[src/rtl/msweep_pkg.sv]
// Shared encodings for the margining sweep sequencer.
// Assumes an 11-bit command word {code, payload} and a 3-bit reply.
package msweep_pkg;
    localparam int CODE_W = 3;
    localparam int PAY_W  = 8;
    localparam int WORD_W = CODE_W + PAY_W;
    localparam int RSP_W  = 3;

    typedef enum logic [CODE_W-1:0] {
        CMD_NOP    = 3'b000,
        CMD_ERRLIM = 3'b001,
        CMD_STEP_T = 3'b010,
        CMD_STEP_V = 3'b011,
        CMD_NORMAL = 3'b100,
        CMD_CLRLOG = 3'b101
    } cmd_e;

    typedef enum logic [1:0] {
        STS_TOOMANY = 2'b00,
        STS_SETUP   = 2'b01,
        STS_RUN     = 2'b10,
        STS_NAK     = 2'b11
    } status_e;

    typedef enum logic [2:0] {
        S_IDLE,
        S_WR_LIM,
        S_WR_STEP,
        S_RD,
        S_WAIT_RSP,
        S_WAIT_TICK,
        S_WR_NOP,
        S_CLEAN
    } seq_st_e;
endpackage

[src/rtl/msweep_cmd_fmt.sv]
// Builds the command word written to the receiver control register.
// Assumes STEP_W <= 7 and LIM_W <= 8 so the fields fit the payload.
module msweep_cmd_fmt
    import msweep_pkg::*;
#(
    parameter int STEP_W = 6,
    parameter int LIM_W  = 6
) (
    input  cmd_e                kind,
    input  logic                dir_neg,
    input  logic [STEP_W-1:0]   step,
    input  logic [LIM_W-1:0]    err_limit,
    output logic [WORD_W-1:0]   word
);
    logic [PAY_W-1:0] payload;

    // Select the payload that belongs to the command kind.
    always_comb begin
        payload = '0;
        case (kind)
            CMD_STEP_T, CMD_STEP_V: payload = {dir_neg, 7'(step)};
            CMD_ERRLIM:             payload = 8'(err_limit);
            default:                payload = '0;
        endcase
        word = {kind, payload};
    end
endmodule

[src/rtl/msweep_status_dec.sv]
// Classifies a reply {step_valid, status} into fail, setup-like or running.
// Assumes the reply is only looked at while a read is pending.
module msweep_status_dec
    import msweep_pkg::*;
(
    input  logic [RSP_W-1:0] rdata,
    output logic             is_fail,
    output logic             is_setup,
    output logic             is_run
);
    status_e sts;
    logic    step_ok;

    // Decode the status code, splitting the NAK case on the step-valid bit.
    always_comb begin
        sts      = status_e'(rdata[1:0]);
        step_ok  = rdata[2];
        is_fail  = (sts == STS_TOOMANY) || (sts == STS_NAK && step_ok);
        is_setup = (sts == STS_SETUP)   || (sts == STS_NAK && !step_ok);
        is_run   = (sts == STS_RUN);
    end
endmodule

[src/rtl/msweep_rsp_timer.sv]
// Counts cycles while a reply is awaited and flags when the limit is reached.
// Assumes clear is raised in the read cycle that precedes each wait.
module msweep_rsp_timer #(
    parameter int TO_W = 8
) (
    input  logic            clk,
    input  logic            rst_n,
    input  logic            clear,
    input  logic            run,
    input  logic [TO_W-1:0] limit,
    output logic            expired
);
    logic [TO_W-1:0] cnt;

    assign expired = (cnt >= limit);

    // Advance the wait counter, holding once the limit is reached.
    always_ff @(posedge clk) begin
        if (!rst_n)                cnt <= '0;
        else if (clear)            cnt <= '0;
        else if (run && !expired)  cnt <= cnt + 1'b1;
    end
endmodule

[src/rtl/margin_sweep_seq.sv]
// Margining sweep sequencer: programs an error limit, steps the offset,
// polls status through setup and dwell, then restores the receiver.
// Assumes configuration is steady during a sweep and max_steps >= 1.
module margin_sweep_seq
    import msweep_pkg::*;
#(
    parameter int STEP_W   = 6,
    parameter int DWELL_W  = 8,
    parameter int LIM_W    = 6,
    parameter int TO_W     = 8,
    parameter int SETUP_MS = 200
) (
    input  logic                clk,
    input  logic                rst_n,
    input  logic                tick_1ms,
    input  logic                start,
    input  logic                axis_volt,
    input  logic                dir_neg,
    input  logic [STEP_W-1:0]   max_steps,
    input  logic [DWELL_W-1:0]  dwell_ms,
    input  logic [LIM_W-1:0]    err_limit,
    input  logic [TO_W-1:0]     rsp_timeout,
    output logic                reg_wr,
    output logic                reg_rd,
    output logic [10:0]         reg_wdata,
    input  logic                reg_rvalid,
    input  logic [2:0]          reg_rdata,
    output logic                done,
    output logic [STEP_W-1:0]   res_margin,
    output logic                res_full,
    output logic                res_noresp
);
    localparam int DWELL_MAX = (1 << DWELL_W) - 1;
    localparam int MS_TOP    = (SETUP_MS > DWELL_MAX) ? SETUP_MS : DWELL_MAX;
    localparam int MS_W      = $clog2(MS_TOP + 2);

    seq_st_e              state;
    logic [STEP_W-1:0]    step_q, max_q;
    logic [DWELL_W-1:0]   dwell_q;
    logic [LIM_W-1:0]     lim_q;
    logic [TO_W-1:0]      tmo_q;
    logic                 axis_q, dir_q;
    logic                 in_dwell;
    logic [MS_W-1:0]      ms_cnt, run_cnt, dwell_ext;
    logic [1:0]           clean_idx;
    cmd_e                 kind;
    logic                 is_fail, is_setup, is_run, expired;

    // Pick the command for the current write state.
    always_comb begin
        kind = CMD_NOP;
        case (state)
            S_WR_LIM:  kind = CMD_ERRLIM;
            S_WR_STEP: kind = axis_q ? CMD_STEP_V : CMD_STEP_T;
            S_CLEAN: begin
                case (clean_idx)
                    2'd0:    kind = CMD_NORMAL;
                    2'd2:    kind = CMD_CLRLOG;
                    default: kind = CMD_NOP;
                endcase
            end
            default:   kind = CMD_NOP;
        endcase
    end

    // Strobes and dwell comparison operands.
    assign reg_wr    = (state == S_WR_LIM) || (state == S_WR_STEP) ||
                       (state == S_WR_NOP) || (state == S_CLEAN);
    assign reg_rd    = (state == S_RD);
    assign dwell_ext = MS_W'(dwell_q);
    assign run_cnt   = in_dwell ? ms_cnt : '0;

    msweep_cmd_fmt #(.STEP_W(STEP_W), .LIM_W(LIM_W)) fmt_i (
        .kind(kind), .dir_neg(dir_q), .step(step_q),
        .err_limit(lim_q), .word(reg_wdata)
    );

    msweep_status_dec dec_i (
        .rdata(reg_rdata), .is_fail(is_fail),
        .is_setup(is_setup), .is_run(is_run)
    );

    msweep_rsp_timer #(.TO_W(TO_W)) tmr_i (
        .clk(clk), .rst_n(rst_n), .clear(state == S_RD),
        .run(state == S_WAIT_RSP), .limit(tmo_q), .expired(expired)
    );

    // Sweep state machine, counters and result capture.
    always_ff @(posedge clk) begin
        if (!rst_n) begin
            state      <= S_IDLE;
            step_q     <= '0;
            max_q      <= '0;
            dwell_q    <= '0;
            lim_q      <= '0;
            tmo_q      <= '0;
            axis_q     <= 1'b0;
            dir_q      <= 1'b0;
            in_dwell   <= 1'b0;
            ms_cnt     <= '0;
            clean_idx  <= '0;
            done       <= 1'b0;
            res_margin <= '0;
            res_full   <= 1'b0;
            res_noresp <= 1'b0;
        end else begin
            done <= 1'b0;
            case (state)
                S_IDLE: begin
                    if (start) begin
                        axis_q  <= axis_volt;
                        dir_q   <= dir_neg;
                        max_q   <= max_steps;
                        dwell_q <= dwell_ms;
                        lim_q   <= err_limit;
                        tmo_q   <= rsp_timeout;
                        step_q  <= STEP_W'(1);
                        state   <= S_WR_LIM;
                    end
                end
                S_WR_LIM: state <= S_WR_STEP;
                S_WR_STEP: begin
                    in_dwell <= 1'b0;
                    ms_cnt   <= '0;
                    state    <= S_RD;
                end
                S_RD: state <= S_WAIT_RSP;
                S_WAIT_RSP: begin
                    if (reg_rvalid) begin
                        if (is_fail || (!is_run && in_dwell) ||
                            (is_setup && ms_cnt >= MS_W'(SETUP_MS))) begin
                            res_margin <= step_q - 1'b1;
                            res_full   <= 1'b0;
                            res_noresp <= 1'b0;
                            clean_idx  <= '0;
                            state      <= S_CLEAN;
                        end else if (is_run && run_cnt >= dwell_ext) begin
                            if (step_q >= max_q) begin
                                res_margin <= step_q;
                                res_full   <= 1'b1;
                                res_noresp <= 1'b0;
                                clean_idx  <= '0;
                                state      <= S_CLEAN;
                            end else begin
                                state <= S_WR_NOP;
                            end
                        end else begin
                            if (is_run && !in_dwell) begin
                                in_dwell <= 1'b1;
                                ms_cnt   <= '0;
                            end
                            state <= S_WAIT_TICK;
                        end
                    end else if (expired) begin
                        res_margin <= step_q - 1'b1;
                        res_full   <= 1'b0;
                        res_noresp <= 1'b1;
                        clean_idx  <= '0;
                        state      <= S_CLEAN;
                    end
                end
                S_WAIT_TICK: begin
                    if (tick_1ms) begin
                        ms_cnt <= ms_cnt + 1'b1;
                        state  <= S_RD;
                    end
                end
                S_WR_NOP: begin
                    step_q <= step_q + 1'b1;
                    state  <= S_WR_STEP;
                end
                S_CLEAN: begin
                    clean_idx <= clean_idx + 1'b1;
                    if (clean_idx == 2'd3) begin
                        done  <= 1'b1;
                        state <= S_IDLE;
                    end
                end
                default: state <= S_IDLE;
            endcase
        end
    end
endmodule

[config.mk]
export PLATFORM = sky130hd
export DESIGN_NAME = margin_sweep_seq
export DESIGN_NICKNAME = d
export VERILOG_FILES = /design/src/rtl/msweep_pkg.sv /design/src/rtl/msweep_cmd_fmt.sv /design/src/rtl/msweep_status_dec.sv /design/src/rtl/msweep_rsp_timer.sv /design/src/rtl/margin_sweep_seq.sv
export SDC_FILE = /design/constraint.sdc
export NUM_CORES = 1
export LEC_CHECK = 0
export ABC_AREA = 1
export BUFFER_PORTS_ARGS = -buffer_cell sky130_fd_sc_hd__buf_2
export CELL_PAD_IN_SITES_DETAIL_PLACEMENT = 2
export CELL_PAD_IN_SITES_GLOBAL_PLACEMENT = 2
export CORE_MARGIN = 10
export CORE_UTILIZATION = 31
export DETAILED_ROUTE_END_ITERATION = 10
export PLACE_DENSITY_LB_ADDON = 0.1
export SLEW_MARGIN = 5
export SYNTH_ARGS = -nofsm -noshare
export SYNTH_HDL_FRONTEND = slang
export SYNTH_SLANG_ARGS = --single-unit
[constraint.sdc]
create_clock -name clk -period 2.65 [get_ports clk]
set_clock_uncertainty 0.2 [all_clocks]
set_input_delay 0.53 -clock clk [delete_from_list [all_inputs] [get_ports clk]]
set_output_delay 0.53 -clock clk [all_outputs]
set_load 0.03 [all_outputs]
Word level (Yosys, flattened, before mapping)
Cells that the tools add are included.

cells by class
  $add $sub $neg = 5
  order comparisons = 4
  equality and inequality tests = 27
  muxes and demuxes = 49
  bitwise gates (word level) = 1
  reduce and logical (&&, ||, !) cells = 37

operator list
  operator                                                            number
  two-way mux 9 bit                                                   6
  two-way mux 6 bit                                                   6
  one-hot mux 9 bit (3 select lines)                                  1
  two-way mux 3 bit                                                   7
  one-hot mux 3 bit (7 select lines)                                  1
  two-way mux 1 bit                                                   17
  one-hot mux 8 bit (2 select lines)                                  1
  == test 3 x 2 -> 1 bit (second input constant)                      4
  == test 3 bit (second input constant)                               4
  inequality test 2 bit (second input constant)                       6
  one-hot mux 6 bit (2 select lines)                                  1
  AND reduction 4 bit                                                 3
  two-way mux 2 bit                                                   5
  adder 9 x 1 -> 9 bit (second input constant)                        1
  greater-or-equal comparator 9 x 8 -> 1 bit                          1
  greater-or-equal comparator 9 x 8 -> 1 bit (second input constant)  1
  one-hot mux 3 bit (3 select lines)                                  1
  adder 8 x 1 -> 8 bit (second input constant)                        1
  == test 2 bit (second input constant)                               4
  greater-or-equal comparator 8 bit                                   1
  inequality test 4 bit (second input constant)                       2
  nonzero test 2 bit                                                  4
  logical AND 1 bit                                                   7
  logical OR 1 bit                                                    7
  21 further kinds                                                    31

word-level totals
  bits in registers = 68
  output and inout port bits = 22
  logic and storage cells = 139

Logic depth before layout (Yosys ltp)
  depth after elaboration = 8
  mapped depth = 17
  depth with buffers taken out = 16

Modules after synthesis
From an unflattened synthesis, not the netlist that was laid out.

unflattened totals
  cell total of the unflattened synthesis = 628
  area total of the unflattened synthesis = 4209.0 um2

by module, submodules not included
  module             times used  cells an instance  area each (um2)
  margin_sweep_seq   1           469                3264.4
  msweep_rsp_timer   1           125                769.5
  msweep_cmd_fmt     1           27                 142.6
  msweep_status_dec  1           7                  32.5

Worst setup path after synthesis
No wires, ideal clock.

  kind = reg2out
  start = register state[1]
  end = output reg_wdata[0]
  data arrival time = 1.667 ns
  data required time = 1.920 ns
  path slack = 0.253 ns
  stages on the path, launching flop included = 5
  buffers on the path = 0
  cells stage by stage = dfxtp_1 > nand2_1 > nor2_1 > inv_2 > o22ai_1

on the way
  longest elaborated chain between the ends = 5

RTL lines
  what                                         RTL line                 source
  start, declared                              margin_sweep_seq.sv:37   seq_st_e state;
  start signal, assigned                       margin_sweep_seq.sv:91   state <= S_IDLE;
  start signal, assigned                       margin_sweep_seq.sv:118  state <= S_WR_LIM;
  start signal, assigned                       margin_sweep_seq.sv:121  S_WR_LIM: state <= S_WR_STEP;
  == test 3 bit, or another cell as far along  margin_sweep_seq.sv:52   case (state)
  one-hot mux 3 bit (3 select lines) (*)       margin_sweep_seq.sv:52
  via reg_wdata[9]                             margin_sweep_seq.sv:25   output logic [10:0] reg_wdata,
  == test 3 x 2 -> 1 bit                       msweep_cmd_fmt.sv:20     case (kind)
  OR reduction 2 bit                           msweep_cmd_fmt.sv:20
  one-hot mux 8 bit (2 select lines) (*)       msweep_cmd_fmt.sv:20
  end, declared                                margin_sweep_seq.sv:25

The timed path passes the listed nets; every way through them passes the cells marked *.

Worst setup path in the final report
  start = register state[2]
  end = output reg_wdata[4]

on the way
  longest elaborated chain between the ends = 5

RTL lines
  what                                         RTL line
  == test 3 bit, or another cell as far along  margin_sweep_seq.sv:52
  one-hot mux 3 bit (3 select lines) (*)       margin_sweep_seq.sv:52
  == test 3 x 2 -> 1 bit                       msweep_cmd_fmt.sv:20
  OR reduction 2 bit                           msweep_cmd_fmt.sv:20
  one-hot mux 8 bit (2 select lines) (*)       msweep_cmd_fmt.sv:20

Every way passes the cells marked *; elsewhere a longest branch is shown, timed or not.

==> summary.md <==
| Metric | Value |
|---|---|
| Period minus WS final | 2.547 ns |
| Final-layout setup total negative slack | 0 ns |
| Clock share of power | 0.263 |
| Switching portion of total power | 0.4255 |
| Num CTS Buffers | 9 |
| Maximum number of buffers from clock root to sink | 2 |
| Row Count | 41 |
| Clock latency of the later-clocked register in the worst-skew pair | 0.34 ns |
| Via count of the first global-routing pass | 4465 |
| Drt pass-1 iters | 4 |
| Top post-synthesis cells by area | sky130_fd_sc_hd__dfxtp_1 (34%), sky130_fd_sc_hd__nand2_1 (13%), sky130_fd_sc_hd__ha_1 (9.4%) |
| Width of the die | 133.2 um |
| Number of placed I/O pins | 60 |
| Post-CTS clock slew at the launch and capture registers of the worst setup and hold paths | 0.06 ns |
| Wirelength per Cell | 16.46 um |
| Crit end category | primary output |
| Initial antenna violation count | 0 |
| Layout overhead on the synthesized area | 20.09% |
| # setup viols final | 0 |
| Floorplan die height | 133.2 um |
| Top post-synthesis cells by count | sky130_fd_sc_hd__nand2_1 (135), sky130_fd_sc_hd__inv_1 (89), sky130_fd_sc_hd__dfxtp_1 (68) |
| TritonCTS clock tree | done |
| Cell internal power dissipation | 0.002607 W |
| Total of warnings raised by yosys | 0 |
| EDFF count, synth | 0 |
| Number of inserted filler cells in the final layout | 1515 |
| Number of distinct library cell variants in the gate-level netlist after synthesis | 36 |
| Largest fanout of any net on the critical path | 8 |
| Maximum capacitance violations | 0 |
| Dominant register cell in the synthesized netlist | sky130_fd_sc_hd__dfxtp_1 |
| Number of max-slew violations in the final report | 0 |
| Post-Synthesis Mean Instance Area | 6.710 um^2 |
| Number of vias in the routed layout | 4067 |
| Net count, final | 722 |
| GRT Util Overall | 0.1590 |
| Leak | 2.243 nW |
| Routability congestion estimate from global placement | 0.7676 |
| Hold-fix buffer count after cts | 0 |
| Initial core utilization | 0.3161 |
| Min-Delay Endpoint | lim_q[1] |
| Worst reg2reg path startpoint | tmo_q[7] |
| Type of element launching the critical path | register |
| Number of hold violations in the final report | 0 |
| Portion of the post-synthesis area used by sequential elements | 0.3427 |
| Worst setup path class | register to primary output |
| Clock sink total | 68 |
| Number of buffers inserted to repair setup after CTS | 0 |
| Total number of H-tree levels | 3 |
| Core Area | 12570 um^2 |
| Gate count of the mapped netlist | 592 |
| Count of input and output buffers | 58 |
| Antenna-violating nets left | 0 |
| Die area | 17740 um^2 |
| Worst R2R End | tmr_i.cnt[4] |
| Cell area after synthesis | 3973 um^2 |
| Synthesized Nets | 660 |
| Top cell type by total area after synthesis | sky130_fd_sc_hd__dfxtp_1 |
| Minimum setup slack among reg-to-reg paths | 0.24 ns |
| Sum of overflow across all layers after global routing | 0 |
| Net load switching power | 0.001931 W |
| Wire length reported by the detailed router | 13660 um |
| Register share of total power | 0.312 |
| Maximum vdd drop | 0.3825 mV |
| Worst hold path stage count | 2 |
| First-pass GRT wire length | 22780 um |
| Max Clock Freq | 392.5 MHz |
| Proportion of netlist area held by the largest area contributor | 0.3427 |
| Arrival time of the worst setup path | 1.82 ns |
| Most instantiated library cell after synthesis | sky130_fd_sc_hd__nand2_1 |
| Required time at the worst-slack endpoint | 1.92 ns |
| Via-to-Cell Ratio | 4.900 |
| Final HPWL from detailed placement | 10800 um |
| Utilization of the core after routing | 0.3796 |
| Final period util | 0.9613 |
| Drc violations | 0 |
| Origin of the worst min-delay path | lim_q[1] |
| Status | complete, no violations |
| First-iteration detailed-routing DRC count | 144 |
| CTS root buffer | sky130_fd_sc_hd__clkbuf_16 |
| Hold crit path type | register to register |
| Yosys reg bits | 68 |
| Share of async-settable or async-resettable flops after synthesis | 0 |
| Share of cells above drive strength 1 | 0.1459 |
| RSZ-0062 raised after global routing | no |
| # diodes | 0 |
| Logic depth of the worst register-to-register path | 9 |
| Combinational power share | 0.425 |
| Total power density per cell area | 951.3 nW/um^2 |
| Largest net degree at the start of global routing | 35 |
-- state kept, by name, indices dropped and copies added (netlist names) --
name        flops
state           3
clean_idx       2
lim_q           6
axis_q          1
done            1
res_full        1
res_margin      6
dwell_q         8
dir_q           1
tmr_i.cnt       8
ms_cnt          9
res_noresp      1
max_q           6
step_q          6
in_dwell        1
tmo_q           8
-- critical path, stage by stage, from the launching register on --
cell,delay [ns]
sky130_fd_sc_hd__dfxtp_1,0.36
sky130_fd_sc_hd__inv_2,0.14
sky130_fd_sc_hd__nand3_1,0.38
sky130_fd_sc_hd__o22ai_1,0.34
sky130_fd_sc_hd__buf_2,0.24
-- final cells by class --
class | instances | area [um^2] | area share
repair buffers | 68 | 365.4 | 0.07658
flip-flops and latches | 68 | 1363 | 0.2856
inverters | 95 | 356.6 | 0.07474
clock inverters | 2 | 35.03 | 0.007343
multi-input cells | 412 | 2186 | 0.4582
clock buffers | 13 | 250.2 | 0.05245
well taps | 172 | 215.2 | 0.04511
-- metal layers --
layer | part of all wire | track usage
met5 | 0 | 0
met4 | 0.021 | 0.06651
met3 | 0.034 | 0.03233
met2 | 0.45 | 0.2554
met1 | 0.49 | 0.2025
-- worst max-delay path by stage --
stage,start,end,slack (ns),cells after the start
floorplan,state[1],reg_wdata[0],0.25,4
global placement,reg_rdata[2],res_full,0.24,11
detailed placement,in_dwell,res_margin[5],0.14,14
CTS,in_dwell,ms_cnt[7],0.1,15
global route,state[2],reg_wdata[4],0.02,4
finish,state[2],reg_wdata[4],0.10,4
-- per-stage QoR --
step	instance area [um^2]	std cells	hold slack (ns)	worst slack (ns)	total power, W
after CTS	4765	830	0.2517	0.09567	0.004606
final	4771	830	0.2519	0.1025	0.004538
after global routing	4771	830	0.2764	0.01761	0.004953
after floorplan	3973	592	0.2297	0.2534	0.002753
after global placement	4479	815	0.2377	0.2421	0.003276
after detailed placement	4479	815	0.2494	0.1361	0.003378
-- cells in the final DEF (no fill, tap or decap), types with 2 or more instances in the layout --
cell type,n
sky130_fd_sc_hd__clkbuf_1,3
sky130_fd_sc_hd__a211oi_1,2
sky130_fd_sc_hd__nand2_2,3
sky130_fd_sc_hd__xor2_1,10
sky130_fd_sc_hd__o22ai_1,6
sky130_fd_sc_hd__nor2_1,61
sky130_fd_sc_hd__nand3b_1,2
sky130_fd_sc_hd__dfxtp_1,67
sky130_fd_sc_hd__inv_2,4
sky130_fd_sc_hd__nand2_1,132
sky130_fd_sc_hd__clkbuf_16,9
sky130_fd_sc_hd__inv_1,89
sky130_fd_sc_hd__nand4_1,10
sky130_fd_sc_hd__xnor2_1,2
sky130_fd_sc_hd__a221oi_1,2
sky130_fd_sc_hd__nor3_1,6
sky130_fd_sc_hd__nor2_4,2
sky130_fd_sc_hd__a21o_1,2
sky130_fd_sc_hd__buf_4,10
sky130_fd_sc_hd__nand3_2,3
sky130_fd_sc_hd__o21ai_0,34
sky130_fd_sc_hd__ha_1,30
sky130_fd_sc_hd__buf_2,58
sky130_fd_sc_hd__clkinv_1,2
sky130_fd_sc_hd__nand3_1,35
sky130_fd_sc_hd__a21oi_1,58
-- what timing repair did --
| action | in CTS | in global routing |
|---|---|---|
| resized for setup | 0 | 3 |
| endpoints found under the setup margin | 0 | 16 |
| endpoints found under the hold margin | 0 | 0 |
-- power by group through the flow --
stage | clock (W) | combinational (W) | sequential, W
finish | 0.00119 | 0.00193 | 0.00141
global route | 0.00129 | 0.00222 | 0.00145
floorplan | 0 | 0.00133 | 0.00142
detailed placement | 0 | 0.00194 | 0.00144
global placement | 0 | 0.00185 | 0.00142
CTS | 0.00123 | 0.00196 | 0.00142
-- kinds of logic (layout without fill, tap and decap cells) --
family | Yosys count | in the layout | synth area share
buf+inv | 112 | 178 | 0.1090
fa+ha+maj | 30 | 30 | 0.09449
simple gates | 260 | 260 | 0.2803
flops | 68 | 68 | 0.3427
compound gates | 109 | 109 | 0.1461
other cells | 1 | 1 | 0.0009440
xor+xnor | 12 | 12 | 0.02646
Note: power is estimated with default switching activity, not from simulation.
